$ cat src/rtl/flash_cmd_pkg.sv
package flash_cmd_pkg;

  typedef enum logic [1:0] {
    OP_NONE  = 2'd0,
    OP_PROG  = 2'd1,
    OP_ERASE = 2'd2
  } op_e;

  typedef enum logic [2:0] {
    SQ_IDLE,
    SQ_UNL1,
    SQ_UNL2,
    SQ_PGM,
    SQ_ERA1,
    SQ_ERA2,
    SQ_ERA3
  } seq_e;

  localparam int unsigned MATCH_W = 15;
  localparam logic [MATCH_W-1:0] KEY_ADDR_A = 15'h5555;
  localparam logic [MATCH_W-1:0] KEY_ADDR_B = 15'h2AAA;

  localparam logic [7:0] KEY_FIRST   = 8'hAA;
  localparam logic [7:0] KEY_SECOND  = 8'h55;
  localparam logic [7:0] CMD_PROG    = 8'hA0;
  localparam logic [7:0] CMD_EXTEND  = 8'h80;
  localparam logic [7:0] CMD_ID_ON   = 8'h90;
  localparam logic [7:0] CMD_ID_OFF  = 8'hF0;
  localparam logic [7:0] CMD_ERASE   = 8'h10;
  localparam logic [7:0] CMD_LOCK    = 8'h40;

endpackage

$ cat src/rtl/flash_seq_decoder.sv
module flash_seq_decoder
  import flash_cmd_pkg::*;
#(
  parameter int unsigned ADDR_W      = 17,
  parameter int unsigned BOOT_ADDR_W = 13
) (
  input  logic              clk,
  input  logic              rst_n,
  input  logic              wr_en,
  input  logic              accept,
  input  logic [ADDR_W-1:0] wr_addr,
  input  logic [7:0]        wr_data,
  input  logic              locked,
  output logic              start_prog,
  output logic              start_erase,
  output logic              set_lock,
  output logic              id_set,
  output logic              id_clr
);

  seq_e state_q;
  seq_e state_d;
  logic take;
  logic hit_a;
  logic hit_b;
  logic in_boot;

  assign take    = wr_en & accept;
  assign hit_a   = (wr_addr[MATCH_W-1:0] == KEY_ADDR_A);
  assign hit_b   = (wr_addr[MATCH_W-1:0] == KEY_ADDR_B);
  assign in_boot = (wr_addr[ADDR_W-1:BOOT_ADDR_W] == '0);

  always_comb begin
    state_d     = state_q;
    start_prog  = 1'b0;
    start_erase = 1'b0;
    set_lock    = 1'b0;
    id_set      = 1'b0;
    id_clr      = 1'b0;
    if (take) begin
      state_d = SQ_IDLE;
      unique case (state_q)
        SQ_IDLE: begin
          if (hit_a && wr_data == KEY_FIRST) state_d = SQ_UNL1;
          else if (wr_data == CMD_ID_OFF)    id_clr  = 1'b1;
        end
        SQ_UNL1: begin
          if (hit_b && wr_data == KEY_SECOND) state_d = SQ_UNL2;
        end
        SQ_UNL2: begin
          if (hit_a) begin
            case (wr_data)
              CMD_PROG:   state_d = SQ_PGM;
              CMD_EXTEND: state_d = SQ_ERA1;
              CMD_ID_ON:  id_set  = 1'b1;
              CMD_ID_OFF: id_clr  = 1'b1;
              default:    state_d = SQ_IDLE;
            endcase
          end
        end
        SQ_PGM: begin
          start_prog = !(locked && in_boot);
        end
        SQ_ERA1: begin
          if (hit_a && wr_data == KEY_FIRST) state_d = SQ_ERA2;
        end
        SQ_ERA2: begin
          if (hit_b && wr_data == KEY_SECOND) state_d = SQ_ERA3;
        end
        SQ_ERA3: begin
          if (hit_a && wr_data == CMD_ERASE) start_erase = 1'b1;
          if (hit_a && wr_data == CMD_LOCK)  set_lock    = 1'b1;
        end
        default: state_d = SQ_IDLE;
      endcase
    end
  end

  always_ff @(posedge clk or negedge rst_n) begin
    if (!rst_n) begin
      state_q <= SQ_IDLE;
    end else if (take) begin
      state_q <= state_d;
    end
  end

endmodule

$ cat src/rtl/flash_op_timer.sv
module flash_op_timer
  import flash_cmd_pkg::*;
#(
  parameter int unsigned ADDR_W       = 17,
  parameter int unsigned PROG_CYCLES  = 500,
  parameter int unsigned ERASE_CYCLES = 5000
) (
  input  logic              clk,
  input  logic              rst_n,
  input  logic              start_prog,
  input  logic              start_erase,
  input  logic              locked,
  input  logic [ADDR_W-1:0] tgt_addr,
  input  logic [7:0]        tgt_data,
  output logic              busy,
  output logic [1:0]        op_type,
  output logic [ADDR_W-1:0] op_addr,
  output logic [7:0]        op_data,
  output logic              keep_boot
);

  localparam int unsigned MAX_CYC = (ERASE_CYCLES > PROG_CYCLES) ? ERASE_CYCLES : PROG_CYCLES;
  localparam int unsigned CNT_W   = $clog2(MAX_CYC + 1);

  logic [CNT_W-1:0]  cnt_q, cnt_d;
  op_e               op_q, op_d;
  logic [ADDR_W-1:0] addr_q, addr_d;
  logic [7:0]        data_q, data_d;
  logic              keep_q, keep_d;
  logic              run;
  logic              en;

  assign run = (cnt_q != '0);
  assign en  = start_prog | start_erase | run;

  always_comb begin
    cnt_d  = cnt_q;
    op_d   = op_q;
    addr_d = addr_q;
    data_d = data_q;
    keep_d = keep_q;
    if (start_prog) begin
      cnt_d  = CNT_W'(PROG_CYCLES);
      op_d   = OP_PROG;
      addr_d = tgt_addr;
      data_d = tgt_data;
      keep_d = 1'b0;
    end else if (start_erase) begin
      cnt_d  = CNT_W'(ERASE_CYCLES);
      op_d   = OP_ERASE;
      keep_d = locked;
    end else if (run) begin
      cnt_d = cnt_q - 1'b1;
      if (cnt_q == CNT_W'(1)) begin
        op_d   = OP_NONE;
        keep_d = 1'b0;
      end
    end
  end

  always_ff @(posedge clk or negedge rst_n) begin
    if (!rst_n) begin
      cnt_q  <= '0;
      op_q   <= OP_NONE;
      addr_q <= '0;
      data_q <= '0;
      keep_q <= 1'b0;
    end else if (en) begin
      cnt_q  <= cnt_d;
      op_q   <= op_d;
      addr_q <= addr_d;
      data_q <= data_d;
      keep_q <= keep_d;
    end
  end

  assign busy      = run;
  assign op_type   = op_q;
  assign op_addr   = addr_q;
  assign op_data   = data_q;
  assign keep_boot = keep_q;

endmodule

$ cat src/rtl/flash_id_readout.sv
module flash_id_readout #(
  parameter int unsigned ADDR_W   = 17,
  parameter logic [7:0]  MFR_CODE = 8'h1F,
  parameter logic [7:0]  DEV_CODE = 8'h17
) (
  input  logic              id_mode,
  input  logic              locked,
  input  logic [ADDR_W-1:0] rd_addr,
  output logic [7:0]        id_data
);

  always_comb begin
    id_data = 8'h00;
    if (id_mode) begin
      if (rd_addr == ADDR_W'(0))      id_data = MFR_CODE;
      else if (rd_addr == ADDR_W'(1)) id_data = DEV_CODE;
      else if (rd_addr == ADDR_W'(2)) id_data = {7'b0, locked};
    end
  end

endmodule

$ cat src/rtl/flash_cmd_ctrl.sv
module flash_cmd_ctrl #(
  parameter int unsigned ADDR_W       = 17,
  parameter int unsigned BOOT_ADDR_W  = 13,
  parameter int unsigned PROG_CYCLES  = 500,
  parameter int unsigned ERASE_CYCLES = 5000
) (
  input  logic              clk,
  input  logic              rst_n,
  input  logic              wr_en,
  input  logic [ADDR_W-1:0] wr_addr,
  input  logic [7:0]        wr_data,
  input  logic [ADDR_W-1:0] rd_addr,
  output logic              busy,
  output logic [1:0]        op_type,
  output logic [ADDR_W-1:0] op_addr,
  output logic [7:0]        op_data,
  output logic              keep_boot,
  output logic              boot_locked,
  output logic              id_mode,
  output logic [7:0]        id_data
);

  logic start_prog;
  logic start_erase;
  logic set_lock;
  logic id_set;
  logic id_clr;
  logic lock_q, lock_d;
  logic idm_q, idm_d;
  logic busy_w;

  flash_seq_decoder #(
    .ADDR_W      (ADDR_W),
    .BOOT_ADDR_W (BOOT_ADDR_W)
  ) seq_i (
    .clk         (clk),
    .rst_n       (rst_n),
    .wr_en       (wr_en),
    .accept      (!busy_w),
    .wr_addr     (wr_addr),
    .wr_data     (wr_data),
    .locked      (lock_q),
    .start_prog  (start_prog),
    .start_erase (start_erase),
    .set_lock    (set_lock),
    .id_set      (id_set),
    .id_clr      (id_clr)
  );

  flash_op_timer #(
    .ADDR_W       (ADDR_W),
    .PROG_CYCLES  (PROG_CYCLES),
    .ERASE_CYCLES (ERASE_CYCLES)
  ) tmr_i (
    .clk         (clk),
    .rst_n       (rst_n),
    .start_prog  (start_prog),
    .start_erase (start_erase),
    .locked      (lock_q),
    .tgt_addr    (wr_addr),
    .tgt_data    (wr_data),
    .busy        (busy_w),
    .op_type     (op_type),
    .op_addr     (op_addr),
    .op_data     (op_data),
    .keep_boot   (keep_boot)
  );

  flash_id_readout #(
    .ADDR_W (ADDR_W)
  ) idr_i (
    .id_mode (idm_q),
    .locked  (lock_q),
    .rd_addr (rd_addr),
    .id_data (id_data)
  );

  always_comb begin
    lock_d = lock_q | set_lock;
    idm_d  = idm_q;
    if (id_set)      idm_d = 1'b1;
    else if (id_clr) idm_d = 1'b0;
  end

  always_ff @(posedge clk or negedge rst_n) begin
    if (!rst_n) begin
      lock_q <= 1'b0;
      idm_q  <= 1'b0;
    end else if (set_lock | id_set | id_clr) begin
      lock_q <= lock_d;
      idm_q  <= idm_d;
    end
  end

  assign busy        = busy_w;
  assign boot_locked = lock_q;
  assign id_mode     = idm_q;

endmodule

$ cat config.mk
export PLATFORM = sky130hd
export DESIGN_NAME = flash_cmd_ctrl
export DESIGN_NICKNAME = d
export VERILOG_FILES = /design/src/rtl/flash_cmd_pkg.sv /design/src/rtl/flash_seq_decoder.sv /design/src/rtl/flash_op_timer.sv /design/src/rtl/flash_id_readout.sv /design/src/rtl/flash_cmd_ctrl.sv
export SDC_FILE = /design/constraint.sdc
export NUM_CORES = 1
export LEC_CHECK = 0
export BUFFER_PORTS_ARGS = -buffer_cell sky130_fd_sc_hd__buf_2
export CAP_MARGIN = 20
export CORE_ASPECT_RATIO = 1.2
export CORE_MARGIN = 2
export CORE_UTILIZATION = 50
export DETAILED_ROUTE_END_ITERATION = 10
export GPL_TIMING_DRIVEN = 0
export HOLD_SLACK_MARGIN = 0.08
export PLACE_DENSITY = 0.88
export SYNTH_ARGS = -nofsm -noshare
export SYNTH_HDL_FRONTEND = slang
export SYNTH_SLANG_ARGS = --single-unit
$ cat constraint.sdc
create_clock -name clk -period 6 [get_ports clk]
set_clock_uncertainty 0.15 [all_clocks]
set_input_delay 0.3 -clock clk [delete_from_list [all_inputs] [get_ports clk]]
set_output_delay 0.3 -clock clk [all_outputs]
set_load 0.05 [all_outputs]
==> Yosys cells after proc, flatten, opt, wreduce, memory -nomap -nowiden <==
Cells that the tools add are included.
{ "totals": {"rom_bits": 0, "reg_bits": 46, "mem_bits_rw": 0, "n_memories": 0, "inputBits": 45, "out_inout_bits": 39, "latchBits": 0} }
{ "op_classes": {"n_div": 0, "n_reduce_logical": 18, "n_mul": 0, "n_lt_le_gt_ge": 0, "shifts": 0, "n_mux": 41, "n_eq_ne": 19, "bitwise_logic": 6, "addsub": 1} }
{ "ops": {"columns": ["op", "count"], "rows": [
  ["equality test 8 bit (second input constant)", 5],
  ["two-way mux 13 bit", 3],
  ["two-way mux 1 bit", 24],
  ["two-way mux 8 bit", 3],
  ["equality test 17 x 1 -> 1 bit (second input constant)", 1],
  ["equality test 17 x 2 -> 1 bit (second input constant)", 1],
  ["zero test 17 bit", 1],
  ["equality test 8 x 7 -> 1 bit (second input constant)", 2],
  ["equality test 15 x 14 -> 1 bit (second input constant)", 1],
  ["equality test 15 bit (second input constant)", 1],
  ["one-hot mux 3 bit (5 select lines)", 1],
  ["equality test 13 x 1 -> 1 bit (second input constant)", 1],
  ["nonzero test 13 bit", 1],
  ["subtractor 13 x 1 -> 13 bit (second input constant)", 1],
  ["two-way mux 2 bit", 5],
  ["equality test 3 bit (second input constant)", 3],
  ["two-way mux 3 bit", 3],
  ["equality test 8 x 5 -> 1 bit (second input constant)", 1],
  ["equality test 3 x 2 -> 1 bit (second input constant)", 2],
  ["one-hot mux 3 bit (2 select lines)", 1],
  ["AND reduction 2 bit", 3],
  ["nonzero test 3 bit", 2],
  ["logical AND 1 bit", 5],
  ["OR 1 bit", 5],
  ["8 further kinds", 9]
]} }

==> Depth between registers and ports, before layout <==
Gate-level depths: netlist (run 1).
{ "depth": {"ltp_word": 8, "depth_mapped": 9, "depth_no_buf": 7} }

==> Modules after synthesis <==
From an unflattened synthesis (run 1), not the netlist that was laid out.
{ "hier_totals": {"hier_cells": 221, "area_unflattened_um2": 2483.6} }
{ "modules_own_cells": {"columns": ["module", "instances", "area_each_um2", "cells_per_inst"], "rows": [
  ["flash_op_timer", 1, 1800.5, 141],
  ["flash_seq_decoder", 1, 496.7, 59],
  ["flash_id_readout", 1, 115.1, 15],
  ["flash_cmd_ctrl", 1, 71.3, 6]
]} }

==> Worst setup path before layout (run 1) <==
OpenSTA, ideal clock, no wires.
{ "synth_path": {"path_kind": "reg2out", "from": "reg idm_q, in the netlist id_mode", "to": "out id_data[2]", "stages_incl_launch_ff": 5, "t_required_ns": 5.550, "arrival_time_ns": 2.120, "setup_slack_ns": 3.430, "path_cell_list": "dfrtp_1 nor4b_1 nand4_1 nor2_1 buf_4"} }
{ "synth_between": {"elab_chain_len": 1} }
{ "synth_rtl": {"columns": ["item", "line_no", "source"], "rows": [
  ["from (decl)", "flash_cmd_ctrl.sv:29", "logic idm_q, idm_d;"],
  ["from (signal assigned)", "flash_cmd_ctrl.sv:91", "idm_q <= idm_d;"],
  ["two-way mux 8 bit", "flash_id_readout.sv:14", "if (id_mode) begin"],
  ["to (decl)", "flash_cmd_ctrl.sv:20", "output logic [7:0] id_data"]
]} }
Every way passes these cells.

==> Worst setup path after layout (run 1) <==
{ "layout_path": {"from": "reg tmr_i.cnt_q[0]", "to": "out busy"} }
{ "layout_between": {"elab_chain_len": 1} }
{ "layout_rtl": {"columns": ["item", "line_no", "source"], "rows": [
  ["from (decl)", "flash_op_timer.sv:25", "logic [CNT_W-1:0] cnt_q, cnt_d;"],
  ["from (signal assigned)", "flash_op_timer.sv:69", "cnt_q <= cnt_d;"],
  ["nonzero test 13 bit", "flash_op_timer.sv:33", "assign run = (cnt_q != '0);"],
  ["to (decl)", "flash_cmd_ctrl.sv:13", "output logic busy,"]
]} }
Every way passes these cells.

==> results of run 1 <==
-- final cells by class --
| class | instances | area [sq um] | share of cell area (%) |
|---|---|---|---|
| Multi-Input combinational cell | 154 | 1190 | 38.8 |
| Tap cell | 58 | 72.6 | 2.35 |
| Clock buffer | 5 | 68.8 | 2.23 |
| Inverter | 5 | 18.8 | 0.609 |
| Buffer | 11 | 76.3 | 2.48 |
| Timing Repair Buffer | 82 | 430 | 14.0 |
| Clock inverter | 3 | 68.8 | 2.23 |
| Sequential cell | 46 | 1150 | 37.4 |
-- power breakdown --
part           total (uW)  switching (uW)  internal, uW
clock network         277             110           167
registers             310               0           310
logic                40.6            23.3          17.3
total                 628             134           494
-- worst max-delay path, delay by kind of cell, from the launching register on --
family,cells,cell delay [ns]
adders and majority gates,1,0.19
buffers and inverters,3,0.71
DFF,1,0.43
and+or+nand+nor,2,0.54
-- cells by family (layout without fill, tap and decap cells) --
group | after synthesis | in the layout
compound gates | 16 | 16
buf+inv | 16 | 106
simple gates | 96 | 96
other cells | 1 | 3
mux | 26 | 26
fa+ha+maj | 3 | 3
xor+xnor | 10 | 10
flops | 46 | 46
-- stage by stage --
step / instances / power (uW) / hold slack [ns] / worst slack, ns
after global placement: 354 / 354 / 0.314 / 3.56
after floorplan: 216 / 327 / -0.146 / 3.43
after global routing: 364 / 646 / 0.0896 / 3.20
after CTS: 363 / 629 / 0.0859 / 3.38
final: 364 / 628 / 0.0895 / 3.38
after detailed placement: 354 / 354 / 0.329 / 3.49
-- routing by layer --
layer  vias up  wire length (um)  GRT usage [%]
met1      1007              2210           26.8
met3        18               342           5.46
met2        75              3090           40.9
li1        971                 -              -
met4         0               125           8.98
met5         -                 0              0
-- Yosys cell counts (3+ instances only) --
| library cell | instances |
|---|---|
| dfrtp_1 | 46 |
| mux2_2 | 20 |
| nand2_1 | 20 |
| nor2_1 | 10 |
| nor4_1 | 9 |
| nand3_1 | 7 |
| nand4_1 | 6 |
| nor3_1 | 6 |
| xor2_1 | 6 |
| buf_4 | 5 |
| inv_1 | 5 |
| mux2_1 | 4 |
| nand4b_1 | 4 |
| nor4b_1 | 4 |
| nor4bb_1 | 4 |
| xnor2_1 | 4 |
| and3_1 | 3 |
| clkbuf_1 | 3 |
| ha_1 | 3 |
| nand2b_1 | 3 |
| o21ai_0 | 3 |
| o31ai_1 | 3 |
-- worst paths after layout --
| check | start | endpoint | slack, ns | depth (start not counted) |
|---|---|---|---|---|
| setup / recovery | tmr_i.cnt_q[0] | busy | 3.38 | 6 |
| hold / removal | wr_addr[3] | tmr_i.op_addr[3] | 0.09 | 2 |
| setup reg to reg | tmr_i.cnt_q[0] | tmr_i.keep_boot | 3.45 | 7 |
| hold reg to reg | tmr_i.op_data[4] | tmr_i.op_data[4] | 0.35 | 2 |
| max in group asynchronous | rst_n | tmr_i.cnt_q[7] | 4.95 | 3 |
| min in group asynchronous | rst_n | tmr_i.cnt_q[11] | 0.28 | 2 |
-- flip-flops by register name, indices dropped and copies added, names as in the netlist --
signal and cells:
id_mode 1, tmr_i.keep_boot 1, tmr_i.op_type 2, boot_locked 1
seq_i.state_q 3, tmr_i.op_data 8, tmr_i.cnt_q 13, tmr_i.op_addr 17
-- cell usage in the layout (no fill, tap or decap), drive strengths merged, types with 5 or more instances in the layout --
master,n
nand4b,5
nor4b,5
xor2,6
mux2,25
nor4,11
nor2,10
nand4,8
nor3,6
inv,5
nand3,7
dfrtp,46
clkbuf,8
buf,89
nand2,20
-- timing repair --
action,CTS,global route
hold buffers,1,0
endpoints found under the hold margin,46,0
setup endpoints to repair,0,0
==> results by group, run 1 <==
Timing
  – Fmax: between 0.3 and 0.4 GHz
  – Period minus WS final: approximately 2.6 ns
  – Worst Tran Pin Value: roughly 0.52 ns
  – Setup violators final: 0
  – Fin. max-slew vios: 0
  – Relative slew slack: approximately 65%
  – Setup TNS: 0 ns
  – Final hold violation count: 0
  – Tcrit/Tclk final: about 44%
  – RSZ-0062 raised after global routing: no

Layout
  – Area delta synth->final: 26.6%
  – Post-route design area: 0.00308 sq mm
  – Fill cells: 360
  – Net count reported at finish: between 300 and 400
  – Final core utilization: 66.6%
  – Fraction of layout cells with a size suffix above 1: approximately 40%
  – # diodes: 0

Die
  – # IOs: 84
  – Die X: ~68 um
  – Core ar.: between 0.004 and 0.005 sq mm
  – Cell Rows: 27
  – Die H: a little over 80 um
  – Die Area: about 0.0054 sq mm
  – Initial Util: a little over half

Critical path
  – Startpoint Class: flip-flop
  – Arr. time, crit path: approximately 2.2 ns
  – Crit end category: output port
  – CP max stage delay: ~0.43 ns
  – Crit-path cells: inv_1 > ha_1 > nor3b_2 > nand4_1 > clkbuf_1 > buf_2
  – Kind of critical path: flip-flop to output port
  – Crit-path max FO: 10
  – CP required: 5.55 ns
  – CP max-delay cell: dfrtp_1

Clock network
  – CTS Sinks: 46
  – Post-CTS setup buffer count: 0
  – Clock Latency Late Sink: around 0.3 ns
  – CTS H-tree depth: 2
  – CTS Buf Count: 5
  – PostCTS Resize Cnt: 0
  – Reg clk slew, reported paths: about 0.090 ns
  – Clk buf depth: 2
  – Clock root buffer: clkbuf_8
  – CTS tree: done

Global route
  – Antenna violations before repair: 0
  – Largest net degree at the start of global routing: 47
  – First-pass GRT wire length: 9590 um
  – Vias in the first global route: 2120
  – Tot GR Track Use: a little under a quarter
  – Gr ovfl total: 0

Yosys
  – Post-synthesis compound-gate area fraction: 4.88%
  – Mux contribution to synthesized area: roughly 12%
  – Largest family of logic cells by synthesized area: simple AND/OR/NAND/NOR gates
  – Top cells by area, synth: dfrtp_1 47%, mux2_2 9.3%, nand2_1 3.1%, nor4_1 2.3%, xor2_1 2.2%
  – Ys flop type: dfrtp_1
  – Register bit total from synthesis: 46
  – Avg Inst Size Synth: around 11 sq um
  – Sequential share of the synthesized area: 47.3%
  – Gate Count Post-Synth: approximately 210
  – Largest area contributor in the netlist: dfrtp_1
  – Mapped Area: around 0.0024 sq mm
  – Post-synth EDFFs: 0
  – Synth Area in XOR/XNOR: 3.60%
  – Library cells used by synthesis: 51
  – Adder-Cell Fraction of Synth Area: around 1.5%
  – Simple-gate area share of the yosys netlist: about a quarter
  – Ys async rst share: 100%
  – Ys Warns: 0
  – Post-synth top area share: 47.3%

Flow run
  – Max-cap violations: 0

Power
  – PD cells: about 200 mW/mm^2
  – Peak VDD IR: 139 uV
  – Leakage: roughly 0.0016 uW

Place
  – DP HPWL: approximately 4400 um
  – Port Buf Inserts: 80
  – Placed Area: around 0.003 sq mm
  – GPL Wtd Cong: roughly 0.94

Detailed routing
  – 1st-iter DRT viols: 99
  – Routed length per instance: ~16 um
  – Antenna viol nets, final: 0
  – Vias per cell: ~5.7
  – Remaining DRCs: 0
  – Vias: just over 2000
  – Drt first pass iters: 4
  – Final wirelength: just under 6000 um

Min path
  – Worst hold path type: input pin to flip-flop

Outcome
  – Outcome: finished clean
(Power assumes the default switching activity.)
==> run 2: changes to the inputs <==
- ABC_AREA: unset -> 1
- PLACE_DENSITY: 0.88 -> 0.86
- clock period: 6 -> 2.55 ns (I/O delays scaled with it)
==> run 2 against run 1 <==
Effect of this change: cell area up 16%; cell count up 54%; count of clock-buffer cells in the layout unchanged; utilization up 1.2 points; first-iteration DRC count up 54%; via count up 37%; power up 110%; largest cell class unchanged; largest power group unchanged.
==> results by group, run 2 <==
Power
  – PD cells: between 300 and 400 mW/mm^2
  – Clock Power Share: 33.0%
  – Leakage: around 0.0020 uW
  – Switch share: 25.1%
  – Power share of the sequential group: a little under three fifths
  – Switching power: around 330 uW
  – Peak VDD IR: ~250 uV
  – Internal power: ~980 uW
  – Combinational power share: 11.4%

Clock network
  – PostCTS Resize Cnt: 0
  – Clk buf depth: 2
  – CTS H-tree depth: 2
  – Clock Latency Late Sink: roughly 0.3 ns
  – CTS Buf Count: 5
  – Reg clk slew, reported paths: 0.09 ns
  – Clock root buffer: clkbuf_8
  – Hold_buf cts: 26
  – CTS tree: done
  – CTS Sinks: 46
  – Post-CTS setup buffer count: 0

Min path
  – Min-delay src: wr_en
  – Hold path endpoint: seq_i.state_q[0]
  – Worst hold path type: input pin to flip-flop
  – Min-Delay Path Depth: 4

Timing
  – Tcrit/Tclk final: 76.7%
  – Setup TNS: 0 ns
  – Period minus WS final: 1.96 ns
  – Final hold violation count: 0
  – Setup violators final: 0
  – Fmax: ~0.5 GHz
  – Fin. max-slew vios: 0
  – RSZ-0062 raised after global routing: no

Yosys
  – Mux contribution to synthesized area: 0%
  – Largest area contributor in the netlist: dfrtp_1
  – Post-synth EDFFs: 0
  – Largest family of logic cells by synthesized area: simple AND/OR/NAND/NOR gates
  – Post-synthesis compound-gate area fraction: 5.74%
  – Top cells by area, synth: dfrtp_1 42%, nand2_1 17%, nor2_1 9.1%, inv_1 6.1%, nand3_1 2.9%
  – Avg Inst Size Synth: ~7.1 sq um
  – Register bit total from synthesis: 46
  – Sequential share of the synthesized area: roughly 42%
  – Post-synth top area share: around 42%
  – Ys Warns: 0
  – Synth Area in XOR/XNOR: 1.61%
  – Synth cell count leaders: 122 x nand2_1, 66 x nor2_1, 46 x dfrtp_1, 44 x inv_1
  – Count leader, synth: nand2_1
  – Gate Count Post-Synth: 382
  – Simple-gate area share of the yosys netlist: between 30% and 40%
  – Ys flop type: dfrtp_1
  – Mapped Area: about 0.0027 sq mm
  – Adder-Cell Fraction of Synth Area: 1.38%
  – Library cells used by synthesis: 30
  – Ys async rst share: 100%

Outcome
  – Outcome: finished clean

Layout
  – Most common cell after layout, fill and taps aside: nand2_1
  – Fraction of layout cells with a size suffix above 1: approximately a quarter
  – Area delta synth->final: 31.0%
  – Post-route design area: approximately 0.0036 sq mm
  – Non-Filler Instances: 560
  – Net count reported at finish: 546
  – Max reg flops: 17
  – # diodes: 0
  – Most frequent cells in the layout: 122 x nand2_1, 81 x buf_2, 66 x nor2_1, 46 x dfrtp_1, 44 x inv_1

Critical path
  – Arr. time, crit path: 1.68 ns
  – Crit-path max FO: 3
  – CP max-delay cell: dfrtp_1
  – CP required: 2.27 ns
  – CP max stage delay: just under 0.4 ns
  – Reg2reg setup slack: approximately 0.63 ns
  – Startpoint Class: flip-flop
  – Crit-path cells: inv_1 > nor4_1 > nand4_1 > nor2_1 > buf_4 > buf_2
  – Reg-to-Reg End: tmr_i.op_addr[6]
  – R2R Path Start: tmr_i.cnt_q[0]
  – Cells on worst reg2reg path: 10
  – Kind of critical path: flip-flop to output port
  – Crit end category: output port

Die
  – Initial Util: ~52%
  – Die H: around 85 um
  – Die X: 71.4 um
  – Cell Rows: 29
  – Die Area: approximately 0.0061 sq mm
  – Core ar.: 0.00526 sq mm
  – # IOs: 84

Detailed routing
  – Vias: ~2800
  – Final wirelength: roughly 7200 um
  – Drt first pass iters: 4
  – Vias per cell: between 5 and 6
  – Antenna viol nets, final: 0
  – 1st-iter DRT viols: about 150
  – Remaining DRCs: 0
  – Routed length per instance: between 10 and 15 um

Global route
  – Top Usage Layer GRT: met2
  – Vias in the first global route: around 2700
  – Largest net degree at the start of global routing: 47
  – Tot GR Track Use: about a quarter
  – Met3 Usage GRT: 3.80%
  – Gr ovfl total: 0
  – Met2 Resource Use GR: between 40% and 50%
  – Met1 Track Usage GR: between 20% and 30%
  – First-pass GRT wire length: ~12000 um
  – Antenna violations before repair: 0

Place
  – Placed Cells incl. Taps: about 530
  – Port Buf Inserts: 80
  – DP HPWL: approximately 5200 um
  – GPL Wtd Cong: roughly 0.90
  – Placed Area: 0.00321 sq mm

Flow run
  – Max-cap violations: 0
-- run 2: changes by cell type after synthesis, sizes merged, moves of 4 or more --
| cell | delta |
|---|---|
| inv | +40 |
| mux2 | -25 |
| nand2 | +108 |
| nand3 | +10 |
| nand3b | +4 |
| nand4b | -5 |
| nor2 | +61 |
| nor4 | -7 |
| nor4b | -5 |
| nor4bb | -4 |
| o21ai | +18 |
-- run 2: final cells by class --
type                    instances  area [sq um]
plain buffers                  11          91.3
clock buffers                   5          68.8
clock inverters                 2          10.0
fillers                       420          1690
inverters                      45           174
multi-input cells             282          1320
flip-flops and latches         46          1150
well taps                      62          77.6
repair buffers                107           681
-- run 2: worst max path at each step --
stage	startpoint	endpoint	slack [ns]	cells after the start
3_5_place_dp	tmr_i.cnt_q[0]	tmr_i.op_addr[6]	0.63	10
4_1_cts	id_mode	id_data[4]	0.59	6
3_3_place_gp	tmr_i.cnt_q[0]	tmr_i.op_data[6]	0.68	10
6_report	id_mode	id_data[4]	0.59	6
5_1_grt	wr_data[0]	tmr_i.cnt_q[7]	0.43	11
2_1_floorplan	id_mode	id_data[2]	0.18	5
-- run 2: cell families (layout without fill, tap and decap cells) --
group | count (synthesis) | count (layout)
fa+ha+maj | 3 | 3
simple gates | 244 | 244
other cells | 1 | 3
buf+inv | 56 | 170
xor+xnor | 5 | 5
compound gates | 27 | 27
flops | 46 | 46
-- run 2: per-stage QoR --
stage          setup slack (ns)  total power (uW)  hold WS [ns]  util [%]
2_1_floorplan             0.184               789        -0.318         -
3_3_place_gp              0.683               854         0.203      61.0
3_5_place_dp              0.628               856         0.210      61.0
4_1_cts                   0.595              1300         0.119      67.4
5_1_grt                   0.428              1350         0.129      67.8
6_report                  0.594              1310         0.116      67.8
-- run 2: metal layers --
| layer | share of wire [%] | wire (um) |
|---|---|---|
| met1 | 39 | 2810 |
| met2 | 53 | 3800 |
| met3 | 4.6 | 329 |
| met4 | 3.2 | 229 |
| met5 | 0 | 0 |
-- run 2: power groups by stage --
stage	Sequential, uW	Combinational, uW	Clock [uW]
floorplan	743	45.6	0
global placement	743	110	0
detailed placement	743	112	0
CTS	729	143	431
global route	729	165	453
finish	729	150	433
-- run 2: critical path, delay by kind of cell, from the launching register on --
| kind | cells | cell delay [ns] |
|---|---|---|
| DFF | 1 | 0.39 |
| buffers and inverters | 3 | 0.43 |
| and+or+nand+nor | 3 | 0.56 |
==> run 3: changes to the inputs <==
- clock period: 2.55 -> 1.8 ns (I/O delays scaled with it)
==> run 3 against run 2 <==
Effect of this change: the run now ends with setup timing left; highest routed layer unchanged; die area did not move; critical endpoint is now tmr_i.op_type[0]; register-to-register slack got worse by 0.66 ns; cell area rose by 9.3%.
==> results by group, run 3 (synthesis results as in run 2) <==
Detailed routing
  – Vias per cell: approximately 5.3
  – Drt first pass iters: 7
  – Final wirelength: ~8600 um
  – Antenna viol nets, final: 0
  – Vias: about 3100
  – 1st-iter DRT viols: between 150 and 200
  – Remaining DRCs: 0
  – Routed length per instance: between 10 and 15 um

Timing
  – RSZ-0062 raised after global routing: yes
  – Final hold violation count: 0
  – Fmax: approximately 0.55 GHz
  – Post-layout worst setup margin: -0.0327 ns
  – Tcrit/Tclk final: 102%
  – Fin. max-slew vios: 0
  – Setup TNS: -0.135 ns
  – Period minus WS final: about 1.8 ns
  – Setup violators final: 8

Critical path
  – Arr. time, crit path: 1.88 ns
  – Kind of critical path: flip-flop to flip-flop
  – Crit-path max FO: 7
  – R2R Path Start: tmr_i.cnt_q[1]
  – Cells on worst reg2reg path: 10
  – Reg2reg setup slack: -0.03 ns
  – Crit end category: flip-flop
  – Critical Path End: tmr_i.op_type[0]
  – Reg-to-Reg End: tmr_i.op_type[0]
  – CP required: roughly 1.8 ns
  – Startpoint Class: flip-flop
  – CP Launch Point: tmr_i.cnt_q[1]

Global route
  – Vias in the first global route: between 2000 and 3000
  – Gr ovfl total: 0
  – Antenna violations before repair: 0
  – Largest net degree at the start of global routing: 47
  – Tot GR Track Use: a little over a quarter
  – First-pass GRT wire length: ~13000 um

Clock network
  – CTS Buf Count: 5
  – Clk buf depth: 2
  – Clock Latency Late Sink: roughly 0.31 ns
  – CTS tree: done
  – CTS Sinks: 46
  – CTS H-tree depth: 2
  – Clock root buffer: clkbuf_8
  – Reg clk slew, reported paths: around 0.090 ns

Power
  – Leakage: 0.00212 uW
  – PD cells: 482 mW/mm^2
  – Peak VDD IR: roughly 500 uV
  – Total power draw: 1880 uW

Layout
  – Fill cells: 349
  – Max reg flops: 17
  – Most frequent cells in the layout: 119 x nand2_1, 74 x buf_2, 59 x nor2_1, 45 x dfrtp_1, 40 x inv_1
  – Fraction of layout cells with a size suffix above 1: around 30%
  – Area delta synth->final: 43.2%
  – Most common cell after layout, fill and taps aside: nand2_1
  – Non-Filler Instances: 575
  – Post-route design area: around 0.004 sq mm
  – Net count reported at finish: between 500 and 600
  – # diodes: 0

Die
  – Initial Util: 51.8%
  – Die H: ~85 um
  – Die X: approximately 71 um
  – # IOs: 84
  – Cell Rows: 29
  – Die Area: about 0.006 sq mm
  – Core ar.: roughly 0.0053 sq mm

Outcome
  – Failing checks: setup timing
  – Outcome: complete, but fails checks

Place
  – Port Buf Inserts: 80
  – GPL Wtd Cong: ~0.87
  – DP HPWL: 5380 um
  – Post-place setup slack: -0.150 ns
  – Placed Cells incl. Taps: ~530
  – Placed Area: about 0.0032 sq mm

Flow run
  – Max-cap violations: 0

Min path
  – Worst hold path type: input pin to flip-flop
run 3: metrics by stage:
stage / hold WS, ns / util [%]
floorplan: -0.356 / -
global placement: 0.169 / 61.7
detailed placement: 0.178 / 61.7
CTS: 0.111 / 70.3
global route: 0.178 / 74.1
finish: 0.165 / 74.1
run 3: metal layers:
| layer | track usage, % | vias up | wire (um) |
|---|---|---|---|
| li1 | - | 1452 | - |
| met1 | 30.7 | 1436 | 3190 |
| met2 | 49.9 | 148 | 4710 |
| met3 | 4.51 | 23 | 484 |
| met4 | 9.95 | 0 | 206 |
| met5 | 0 | - | 0 |
run 3: how the worst min path moves through the flow:
| stage | slack, ns | depth (start not counted) | from | to |
|---|---|---|---|---|
| final | 0.16 | 5 | wr_en | seq_i.state_q[1] |
| after detailed placement | 0.18 | 1 | rst_n | tmr_i.cnt_q[8] |
| after floorplan | -0.36 | 0 | rst_n | boot_locked |
| after global placement | 0.17 | 1 | rst_n | tmr_i.cnt_q[8] |
| after CTS | 0.11 | 5 | wr_en | seq_i.state_q[1] |
| after global routing | 0.18 | 5 | wr_en | seq_i.state_q[1] |
run 3: cell type report:
class,count,area (sq um),area share [%]
Buffer,11,113,2.89
Clock buffer,5,68.8,1.76
Clock inverter,2,10.0,0.257
Inverter,45,174,4.46
Multi-Input combinational cell,282,1450,37.1
Sequential cell,46,1150,29.5
Tap cell,62,77.6,1.99
Timing Repair Buffer,122,860,22.0
run 3: power breakdown:
part / internal [uW] / switching [uW]
sequential: 1030 / 0
clock: 262 / 364
combinational: 99.0 / 123
run 3: worst max-delay path: stages, from the launching register on:
cell and delay (ns):
dfrtp_1 0.41, inv_2 0.10, ha_4 0.15, nand2_4 0.06, nor2_4 0.16, nand3_4 0.15
clkinv_4 0.12, nand2_8 0.08, clkbuf_16 0.17, nand4_1 0.10, nand2_1 0.08
run 3: timing repair:
item / 4_1_cts / 5_1_grt
endpoints found under the hold margin: 75 / 5
gates resized for setup: 16 / 28
buffers inserted: 8 / 5
setup endpoints to repair: 48 / 50
gates cloned: 0 / 1
hold buffers: 26 / 1
pin swaps: 2 / 8
